**config.mk**
```make
export PLATFORM = sky130hd
export DESIGN_NAME = tone_event_player
export DESIGN_NICKNAME = d
export VERILOG_FILES = /design/src/rtl/tone_event_player.sv
export SDC_FILE = /design/constraint.sdc
export NUM_CORES = 1
export LEC_CHECK = 0
export ABC_AREA = 1
export BUFFER_PORTS_ARGS = -buffer_cell sky130_fd_sc_hd__buf_4
export CAP_MARGIN = 10
export CORE_UTILIZATION = 30
export DETAILED_ROUTE_END_ITERATION = 10
export GPL_ROUTABILITY_DRIVEN = 0
export PLACE_DENSITY = 0.6
export SYNTH_ARGS = -nofsm -noshare
export SYNTH_HDL_FRONTEND = slang
export SYNTH_SLANG_ARGS = --single-unit
```
**constraint.sdc**
```tcl
create_clock -name clk -period 8 [get_ports clk]
set_clock_uncertainty 0.1 [all_clocks]
set_input_delay 0.8 -clock clk [delete_from_list [all_inputs] [get_ports clk]]
set_output_delay 0.8 -clock clk [all_outputs]
set_load 0.02 [all_outputs]
```
**src/rtl/tone_event_player.sv**
```systemverilog
module tone_event_player #(
  parameter int TICK    = 20,
  parameter int HOLDOFF = 2048,
  parameter int NOUT    = 12,
  parameter int DW      = 8,
  parameter int AW      = 8,
  parameter int STEP    = 4
) (
  input  logic            clk,
  input  logic            rst_n,
  input  logic [AW-1:0]   wr_ptr,
  output logic [AW-1:0]   rd_ptr,
  input  logic [NOUT-1:0] ent_mask,
  input  logic [DW-1:0]   ent_delay,
  output logic [NOUT-1:0] tone_out,
  output logic            underrun
);
  localparam int MAXV = ((1 << DW) * TICK > HOLDOFF) ? (1 << DW) * TICK : HOLDOFF;
  localparam int CW   = $clog2(MAXV + 1);

  logic [CW-1:0] wait_q;
  logic [CW-1:0] reload;
  logic          due, empty, fire;

  assign due    = (wait_q == '0);
  assign empty  = (rd_ptr == wr_ptr);
  assign fire   = due && !empty;
  assign reload = CW'((32'(ent_delay) + 32'd1) * 32'(TICK) - 32'd1);

  always_ff @(posedge clk) begin
    if (!rst_n) begin
      wait_q   <= CW'(HOLDOFF - 1);
      rd_ptr   <= '0;
      tone_out <= '0;
      underrun <= 1'b0;
    end else if (fire) begin
      tone_out <= tone_out ^ ent_mask;
      rd_ptr   <= rd_ptr + AW'(STEP);
      wait_q   <= reload;
    end else if (due) begin
      underrun <= 1'b1;
    end else begin
      wait_q   <= wait_q - 1'b1;
    end
  end
endmodule

```
==> metrics, run 1 <==
run status completed; Worst EP arrival 3.45 ns; Synth area leaders dfxtp_1, nand2_1, inv_1, ha_1, nor2_1; post-route ant nets 0; num rows 33; Power Total 0.000384 W; count of final setup violators 0; Nets 480; worst reg2reg path startpoint wait_q[0]; die height 94.7 um; Ys Warns 0; Via density 4.56; number of buffers added on ports 48; critical-path maximum fanout 4; crit share post-route 0.415; wire per inst 10.8 um; cell chain of the critical path buf_4 > ha_1 > nand2_1 > inv_1 > nand2_1 > xor2_1 > inv_1 > ha_1 > fa_1 > xor2_1 > nor2_1 > nand3_1 > nor2_1 > nand2_1 > nand3_1 > nand3_2 > a21oi_2; # resized after CTS 0; First DRT Iteration DRCs 97; ant diodes 0; Post-synth EDFFs 0; top cells by count, synth nand2_1, inv_1, nor2_1; Starting Density 0.312; CTS Sinks 32; worst endpoint required time 8.13 ns; reg2reg path depth 13; TritonCTS buffer count 5; Clk Tree Root Cell clkbuf_8; Slew headroom 0.664; DRT Pass-1 Iters 4; maximum VDD drop 0.0550 mV; largest area contributor in the netlist dfxtp_1; # DRC 0; Synth Flop Type dfxtp_1; met2 usage 0.250; grt peak-use layer met2; fin crit period 3.32 ns; Clock Latency Late Sink 0.29 ns; Yosys cell types 37; sequential share of the synthesized area 0.248; final hold vios 0; Post-CTS Setup Bufs 0; Critical Path Max Stage Delay 0.51 ns; Max-cap violations 0; Cell Area, Synth 0.00258 mm2; hold path startpoint underrun; most common cell in the synthesized netlist nand2_1; gr ovfl total 0; Min-Delay Path Class flip-flop to flip-flop; FF-to-FF setup slack 5.84 ns; fraction of registers with async set/reset 0; Final Util 0.376; routed vias 2463; r2r endpoint wait_q[11]; width of the die 94.7 um; Setup CP Type input port to flip-flop; Die Area 0.00897 mm2; met3 Use GR 0.0193; antenna violations before repair 0; global-route wire length before repair 9.99 mm; synth-to-layout area growth 20.3%; H-tree depth 2; Cells after Synth 386; worst slew pin tran 0.503 ns; final hold slack 0.387 ns; fraction of layout cells with a size suffix above 1 0.207; Total GRT Usage 0.138; startpoint class of the critical path input port; area of the core 0.00826 mm2; most used cell, CP nand2_1; CTS Hold Bufs 0; CTS max path bufs 2; Slew Viols, Final 0; leak pwr 1.48 nW; WHS Endpoint underrun; TritonCTS clock tree built; number of global-route vias before repair 2330; largest net degree at the start of global routing 26; Routed WL 5.82 mm; FF+latch count, synth 32; Synth top area share 0.248; clock slew at reported path FFs 0.08 ns; fmax 0.301 GHz; power density cells 124 mW/mm2; Mapped Avg Cell Area 6.68 um2; hold path depth 2; # IOs 51; DP Wirelength 4.65 mm; RSZ-0062 raised after global routing no; crit path capture type flip-flop; setup TNS 0 ns; CP max stage cell fa_1; met1 usage 0.170
[flip-flops by register name, summed over array words and instances, names as in the netlist]
signal	cells
rd_ptr	6
underrun	1
tone_out	12
wait_q	13
[layout by cell type, fill, tap and decap left out, drive strengths merged, types with 3 or more instances in the layout]
cell type / count
a21oi: 14
xor2: 13
and3: 6
nand4: 4
nand3: 30
xnor2: 9
inv: 70
o211ai: 3
ha: 15
nand2: 84
clkbuf: 5
nor4: 4
buf: 48
dfxtp: 32
nor2: 45
nor3: 13
o21ai: 26
[worst max-delay path by stage]
| stage | startpoint | endpoint | cells after the start |
|---|---|---|---|
| after detailed placement | ent_delay[0] | wait_q[11] | 18 |
| final | ent_delay[0] | wait_q[12] | 17 |
| after floorplan | ent_delay[0] | wait_q[12] | 17 |
| after CTS | ent_delay[0] | wait_q[12] | 17 |
| after global placement | ent_delay[0] | wait_q[11] | 18 |
| after global routing | ent_delay[2] | wait_q[12] | 15 |
[routing by layer]
metal / share of wire / routed length (um)
met5: 0 / 0
met4: 0.0086 / 50
met3: 0.025 / 146
met2: 0.49 / 2880
met1: 0.47 / 2750
[critical path, delay by kind of cell]
kind / cells / cell delay (ns)
buf+inv: 3 / 0.27
fa+ha+maj: 3 / 1.06
compound gates: 1 / 0.11
xor+xnor: 2 / 0.34
simple gates: 8 / 0.88
[cells by family (layout without fill, tap and decap cells)]
logic type                 Yosys count  in the layout  share of synthesized area
xor gates and xnor gates            22             22                     0.0747
adders and majority gates           16             16                     0.0805
DFF                                 32             32                      0.248
buffers and inverters               79            127                      0.129
other                                1              2                    0.00145
and+or+nand+nor                    191            191                      0.361
AOI/OAI and AO/OA                   45             45                      0.105
[stage by stage]
step           instances  cell area (um2)  setup WS (ns)
2_1_floorplan        387             2580           4.77
3_3_place_gp         532             3010           4.44
3_5_place_dp         532             3010           4.38
4_1_cts              540             3100           4.68
5_1_grt              540             3100           4.40
6_report             540             3100           4.68
[layout make-up]
type,count,area (um2)
Sequential cell,32,641
Timing Repair Buffer,48,360
Multi-Input combinational cell,276,1610
Fill cell,902,5150
Tap cell,105,131
Clock buffer,5,68.8
Clock inverter,3,23.8
Inverter,71,268
[where the power goes]
part	internal, W	switching (W)	total [W]	leakage (nW)
clock network	0.0000616	0.0000655	0.000127	0.0404
logic	0.0000391	0.0000561	0.0000952	1.18
registers	0.000160	0.00000119	0.000162	0.259
(Power assumes the default switching activity.)
==> run 2, diff against run 1 <==
clock period = 3.12 ns   (was 8 ns; I/O delays follow)
==> run 2 against run 1 <==
  * Sequential share of layout area is 0.22 points lower
  * Via count decreased by 1.3%
  * Worst hold slack got worse by 0.14 ns
  * Routed wire length down 2.3%
  * Core utilization up 0.41 points
  * Critical path depth unchanged
  * Non-clock buffer count grew 2
  * Final cell count grew 0.37%
  * Critical endpoint unchanged
  * First-iteration DRC count is 2.1% higher
  * Sequential cell count is the same
  * Cell area rose by 1.1%
==> metrics, run 2 (synthesized netlist as in run 1, its figures left out) <==
H-tree depth 2 (unchanged); Slew Viols, Final 0 (unchanged); crit path capture type flip-flop (unchanged); power density cells 335 mW/mm2 (was 124 mW/mm2); RSZ-0062 raised after global routing no (unchanged); # IOs 51 (unchanged); Worst EP arrival 2.87 ns (was 3.45 ns); Starting Density 0.312 (unchanged); die height 94.7 um (unchanged); hold path startpoint rst_n (was underrun); most used cell, CP nand2_1 (unchanged); Die Area 0.00897 mm2 (unchanged); startpoint class of the critical path input port (unchanged); count of final setup violators 0 (unchanged); antenna violations before repair 0 (unchanged); Regs by FF count wait_q: 13 flops, tone_out: 12 flops, rd_ptr: 6 flops (unchanged); wire per inst 10.5 um (was 10.8 um); cell chain of the critical path buf_4 > ha_1 > nand2_1 > inv_1 > nand2_1 > xor2_1 > inv_1 > ha_1 > fa_1 > xor2_1 > nor2_1 > nand3_1 > nor2_1 > nand2_1 > nand3_1 > nand3_2 > a21oi_2 (unchanged); fraction of layout cells with a size suffix above 1 0.211 (was 0.207); max reg flops 13 (unchanged); Min-Delay Path Class input port to flip-flop (was flip-flop to flip-flop); number of buffers added on ports 48 (unchanged); # resized after CTS 0 (unchanged); gr ovfl total 0 (unchanged); Post-CTS Setup Bufs 0 (unchanged); Setup CP Type input port to flip-flop (unchanged); fmax 0.365 GHz; placed cell area 0.00303 mm2 (was 0.00301 mm2); area of the core 0.00826 mm2 (unchanged); synth-to-layout area growth 21.6% (was 20.3%); Nets 482 (was 480); crit share post-route 0.878; TritonCTS clock tree built (unchanged); cell family with most CP delay adder cells (unchanged); area occupied by multi-input gates 0.00161 mm2 (unchanged); Fillers 894 (was 902); maximum VDD drop 0.137 mV (was 0.0550 mV); worst endpoint required time 3.25 ns (was 8.13 ns); post-route ant nets 0 (unchanged); clock slew at reported path FFs 0.08 ns (about the same); cell area after layout 0.00314 mm2 (was 0.00310 mm2); commonest non-fill, non-tap cell in the layout nand2_1 (unchanged); Clock Latency Late Sink 0.29 ns (about the same); leak pwr 1.50 nW (was 1.48 nW); Total GRT Usage 0.131 (was 0.138); Setup crit start ent_delay[0] (unchanged); number of global-route vias before repair 2202 (was 2330); Routed WL 5.69 mm (was 5.82 mm); largest net degree at the start of global routing 26 (unchanged); worst reg2reg path startpoint wait_q[0] (unchanged); num rows 33 (unchanged); Max-cap violations 0 (unchanged); register cell area after layout 641 um2 (unchanged); CTS max path bufs 2 (unchanged); First DRT Iteration DRCs 99 (was 97); TritonCTS buffer count 5 (unchanged); final hold vios 0 (unchanged); width of the die 94.7 um (unchanged); CP max stage cell fa_1 (unchanged); ant diodes 0 (unchanged); CTS Hold Bufs 0 (unchanged); global-route wire length before repair 9.42 mm (was 9.99 mm); Power Total 0.00105 W (was 0.000384 W); Critical Path Max Stage Delay 0.48 ns (was 0.51 ns); setup TNS 0 ns (unchanged); Via density 4.49 (was 4.56); DP Wirelength 4.53 mm (was 4.65 mm); run status completed (unchanged); fin crit period 2.74 ns; CTS Sinks 32 (unchanged); most frequent cells in the layout nand2_1, inv_1, buf_4 (unchanged); # DRC 0 (unchanged); Clk Tree Root Cell clkbuf_8 (unchanged); critical-path maximum fanout 4 (unchanged); DRT Pass-1 Iters 4 (unchanged); crit path buf inv count 3 (unchanged); Largest Register wait_q (unchanged); routed vias 2431 (was 2463)
==> run 2: cell count changes in the layout (fill, tap and decap cells not counted) <==
cell,before,now
buf_4,48,50
clkinv_4,1,0
clkinvlp_4,2,1
bufinv_16,0,1
clkinv_2,1,2
==> run 2: metal layers <==
layer | GRT usage | wire length (um)
met5 | 0 | 0
met4 | 0.0404 | 82
met3 | 0.0233 | 180
met2 | 0.230 | 2730
met1 | 0.161 | 2700
==> run 2: layout make-up <==
type | count | area share
Clock buffer | 5 | 0.0219
Multi-Input combinational cell | 276 | 0.513
Timing Repair Buffer | 50 | 0.120
Sequential cell | 32 | 0.204
Inverter | 71 | 0.0854
Clock inverter | 3 | 0.0136
Tap cell | 105 | 0.0419
==> run 2: power by group <==
group          total, W  internal [W]  leakage (nW)  switching (W)
Sequential     0.000415      0.000412         0.259     0.00000304
Combinational  0.000243      0.000101          1.19       0.000142
Clock          0.000394      0.000236        0.0541       0.000158
Total           0.00105      0.000749          1.50       0.000303
==> run 2: metrics by stage <==
stage / utilization / hold slack (ns) / setup slack, ns / instances
after detailed placement: 0.366 / 0.366 / 0.0560 / 534
after floorplan: - / 0.368 / 0.383 / 387
after CTS: 0.380 / 0.238 / 0.357 / 542
after global placement: 0.366 / 0.367 / 0.112 / 534
final: 0.380 / 0.243 / 0.381 / 542
after global routing: 0.380 / 0.248 / 0.0307 / 542
==> run 2: worst paths after layout <==
check                endpoint  depth (start not counted)  slack (ns)
hold reg to reg      underrun                          2        0.37
setup reg to reg  tone_out[8]                         12        0.97
hold / removal     wait_q[10]                          2        0.24
setup / recovery   wait_q[12]                         17        0.38
==> run 2: worst reg2reg max path, cell delays in order (launching register included) <==
cell,delay [ns]
dfxtp_1,0.34
inv_1,0.06
ha_1,0.24
nand2_2,0.10
inv_2,0.07
nand2_2,0.06
nor2_4,0.10
nand2_2,0.09
nor2_8,0.17
nand2_4,0.21
clkinv_2,0.25
nand3_1,0.10
and3_1,0.17
==> run 3, diff against run 2 <==
BUFFER_PORTS_ARGS = -buffer_cell sky130_fd_sc_hd__clkbuf_2   (was -buffer_cell sky130_fd_sc_hd__buf_4)
CORE_MARGIN = 2   (was unset)
==> run 3 against run 2 <==
  * Routed wire length increased by 4.0%
  * Register-to-register slack about the same
  * Final cell count increased by 0.18%
  * Highest routed layer unchanged
==> metrics, run 3 (synthesized netlist as in run 1, its figures left out) <==
Worst EP arrival 2.84 ns (was 2.87 ns); DRT Pass-1 Iters 4 (unchanged); crit path capture type flip-flop (unchanged); Routed WL 5.92 mm (was 5.69 mm); cell area after layout 0.00302 mm2 (was 0.00314 mm2); # placed instances 535 (was 534); crit share post-route 0.890 (was 0.878); Die Area 0.00935 mm2 (was 0.00897 mm2); FF-to-FF setup slack 0.98 ns (was 0.97 ns); Critical Path Max Stage Delay 0.48 ns (about the same); hold path startpoint ent_mask[2] (was rst_n); # DRC 0 (unchanged); CTS max path bufs 2 (unchanged); Slew headroom 0.663; num rows 33 (unchanged); Worst Setup EP wait_q[11] (was wait_q[12]); worst slew pin tran 0.505 ns; setup TNS 0 ns (unchanged); max reg flops 13 (unchanged); critical-path maximum fanout 4 (unchanged); RSZ-0062 raised after global routing no (unchanged); most used cell, CP nand2_1 (unchanged); Slew Viols, Final 0 (unchanged); fraction of layout cells with a size suffix above 1 0.210 (was 0.211); fmax 0.360 GHz (was 0.365 GHz); TritonCTS buffer count 5 (unchanged); leak pwr 1.48 nW (was 1.50 nW); Largest Register wait_q (unchanged); Fillers 910 (was 894); reg2reg path depth 13 (was 12); grt peak-use layer met2 (unchanged); First DRT Iteration DRCs 67 (was 99); Setup CP Type input port to flip-flop (unchanged); number of global-route vias before repair 2396 (was 2202); met2 usage 0.241 (was 0.230); run status completed (unchanged); commonest non-fill, non-tap cell in the layout nand2_1 (unchanged); power density cells 341 mW/mm2 (was 335 mW/mm2); met1 usage 0.155 (was 0.161); gr ovfl total 0 (unchanged); r2r endpoint wait_q[10] (was tone_out[8]); area of the core 0.00826 mm2 (unchanged); # IOs 51 (unchanged); worst endpoint required time 3.18 ns (was 3.25 ns); startpoint class of the critical path input port (unchanged); antenna violations before repair 0 (unchanged); Finished Layout Cells 543 (was 542); Nets 483 (was 482); H-tree depth 2 (unchanged); synth-to-layout area growth 17.1% (was 21.6%); clock slew at reported path FFs 0.07 ns (was 0.08 ns); cell chain of the critical path clkbuf_2 > ha_1 > nand2_1 > inv_1 > nand2_1 > xor2_1 > inv_1 > ha_1 > fa_1 > xor2_1 > inv_1 > nand2_1 > nor2_1 > nand3_1 > o21ai_0 > nand3_1 > nand2_1 > nor2_1 (was buf_4 > ha_1 > nand2_1 > inv_1 > nand2_1 > xor2_1 > inv_1 > ha_1 > fa_1 > xor2_1 > nor2_1 > nand3_1 > nor2_1 > nand2_1 > nand3_1 > nand3_2 > a21oi_2); CTS Sinks 32 (unchanged); placed cell area 0.00291 mm2 (was 0.00303 mm2); most frequent cells in the layout nand2_1, inv_1, clkbuf_2 (was nand2_1, inv_1, buf_4); maximum VDD drop 0.245 mV (was 0.137 mV); count of final setup violators 0 (unchanged); TritonCTS clock tree built (unchanged); worst reg2reg path startpoint wait_q[0] (unchanged); CP max stage cell fa_1 (unchanged); fin crit period 2.78 ns (was 2.74 ns); die height 96.7 um (was 94.7 um); Total GRT Usage 0.132 (was 0.131); post-route ant nets 0 (unchanged); Regs by FF count wait_q: 13 flops, tone_out: 12 flops, rd_ptr: 6 flops (unchanged); ant diodes 0 (unchanged); Clock Latency Late Sink 0.28 ns (was 0.29 ns); wire per inst 10.9 um (was 10.5 um); Final Util 0.366 (was 0.380); CTS Hold Bufs 0 (unchanged); routed vias 2452 (was 2431); width of the die 96.7 um (was 94.7 um); Min-Delay Path Class input port to flip-flop (unchanged); Via density 4.52 (was 4.49); # resized after CTS 0 (unchanged); met3 Use GR 0.0267 (was 0.0233); Clk Tree Root Cell clkbuf_8 (unchanged); largest net degree at the start of global routing 26 (unchanged); final hold vios 0 (unchanged); global-route wire length before repair 10.6 mm (was 9.42 mm); Starting Density 0.312 (unchanged); Max-cap violations 0 (unchanged); number of buffers added on ports 48 (unchanged); Post-CTS Setup Bufs 0 (unchanged); Setup crit start ent_delay[0] (unchanged); DP Wirelength 4.78 mm (was 4.53 mm)
-- run 3: changes by cell type in the layout (fill, tap and decap cells not counted), sizes merged --
cell / before / now
buf: 50 / 3
clkinvlp: 1 / 0
clkbuf: 5 / 54
-- run 3: worst max-delay path, delay by kind of cell --
kind            cells  cell delay, ns
fa+ha+maj           3            1.05
simple gates        8            0.66
buf+inv             4            0.33
xor+xnor            2            0.33
compound gates      1            0.18
-- run 3: final cells by class --
cell class / instances / area (um2) / share of cell area
multi-input combinational: 276 / 1610 / 0.533
sequential: 32 / 641 / 0.212
inverter: 71 / 268 / 0.0886
timing repair buffer: 51 / 263 / 0.0870
tap: 105 / 131 / 0.0435
clock buffer: 6 / 72.6 / 0.0240
clock inverter: 2 / 35.0 / 0.0116
-- run 3: through the flow --
stage          setup slack (ns)  power (W)  hold slack [ns]
2_1_floorplan             0.383   0.000595            0.368
3_3_place_gp             0.0846   0.000655            0.363
3_5_place_dp             0.0124   0.000659            0.376
4_1_cts                   0.300    0.00105            0.241
5_1_grt                  0.0188    0.00111            0.252
6_report                  0.343    0.00103            0.250
-- run 3: worst min-delay path by stage --
stage | cells past startpoint | slack (ns) | end
after floorplan | 1 | 0.37 | wait_q[0]
after global placement | 2 | 0.36 | underrun
after detailed placement | 2 | 0.38 | underrun
after CTS | 3 | 0.24 | tone_out[2]
after global routing | 3 | 0.25 | tone_out[10]
final | 3 | 0.25 | tone_out[2]
-- run 3: routing by layer --
metal,vias up,share of wire
li1,1322,-
met1,1083,0.46
met3,2,0.035
met2,45,0.50
met4,0,0.0024
met5,-,0
-- run 3: power by group --
part           leakage (nW)  switching (W)  total (W)  internal (W)
sequential            0.259     0.00000308   0.000415      0.000412
clock                0.0552       0.000145   0.000382      0.000237
combinational          1.16       0.000143   0.000234     0.0000915
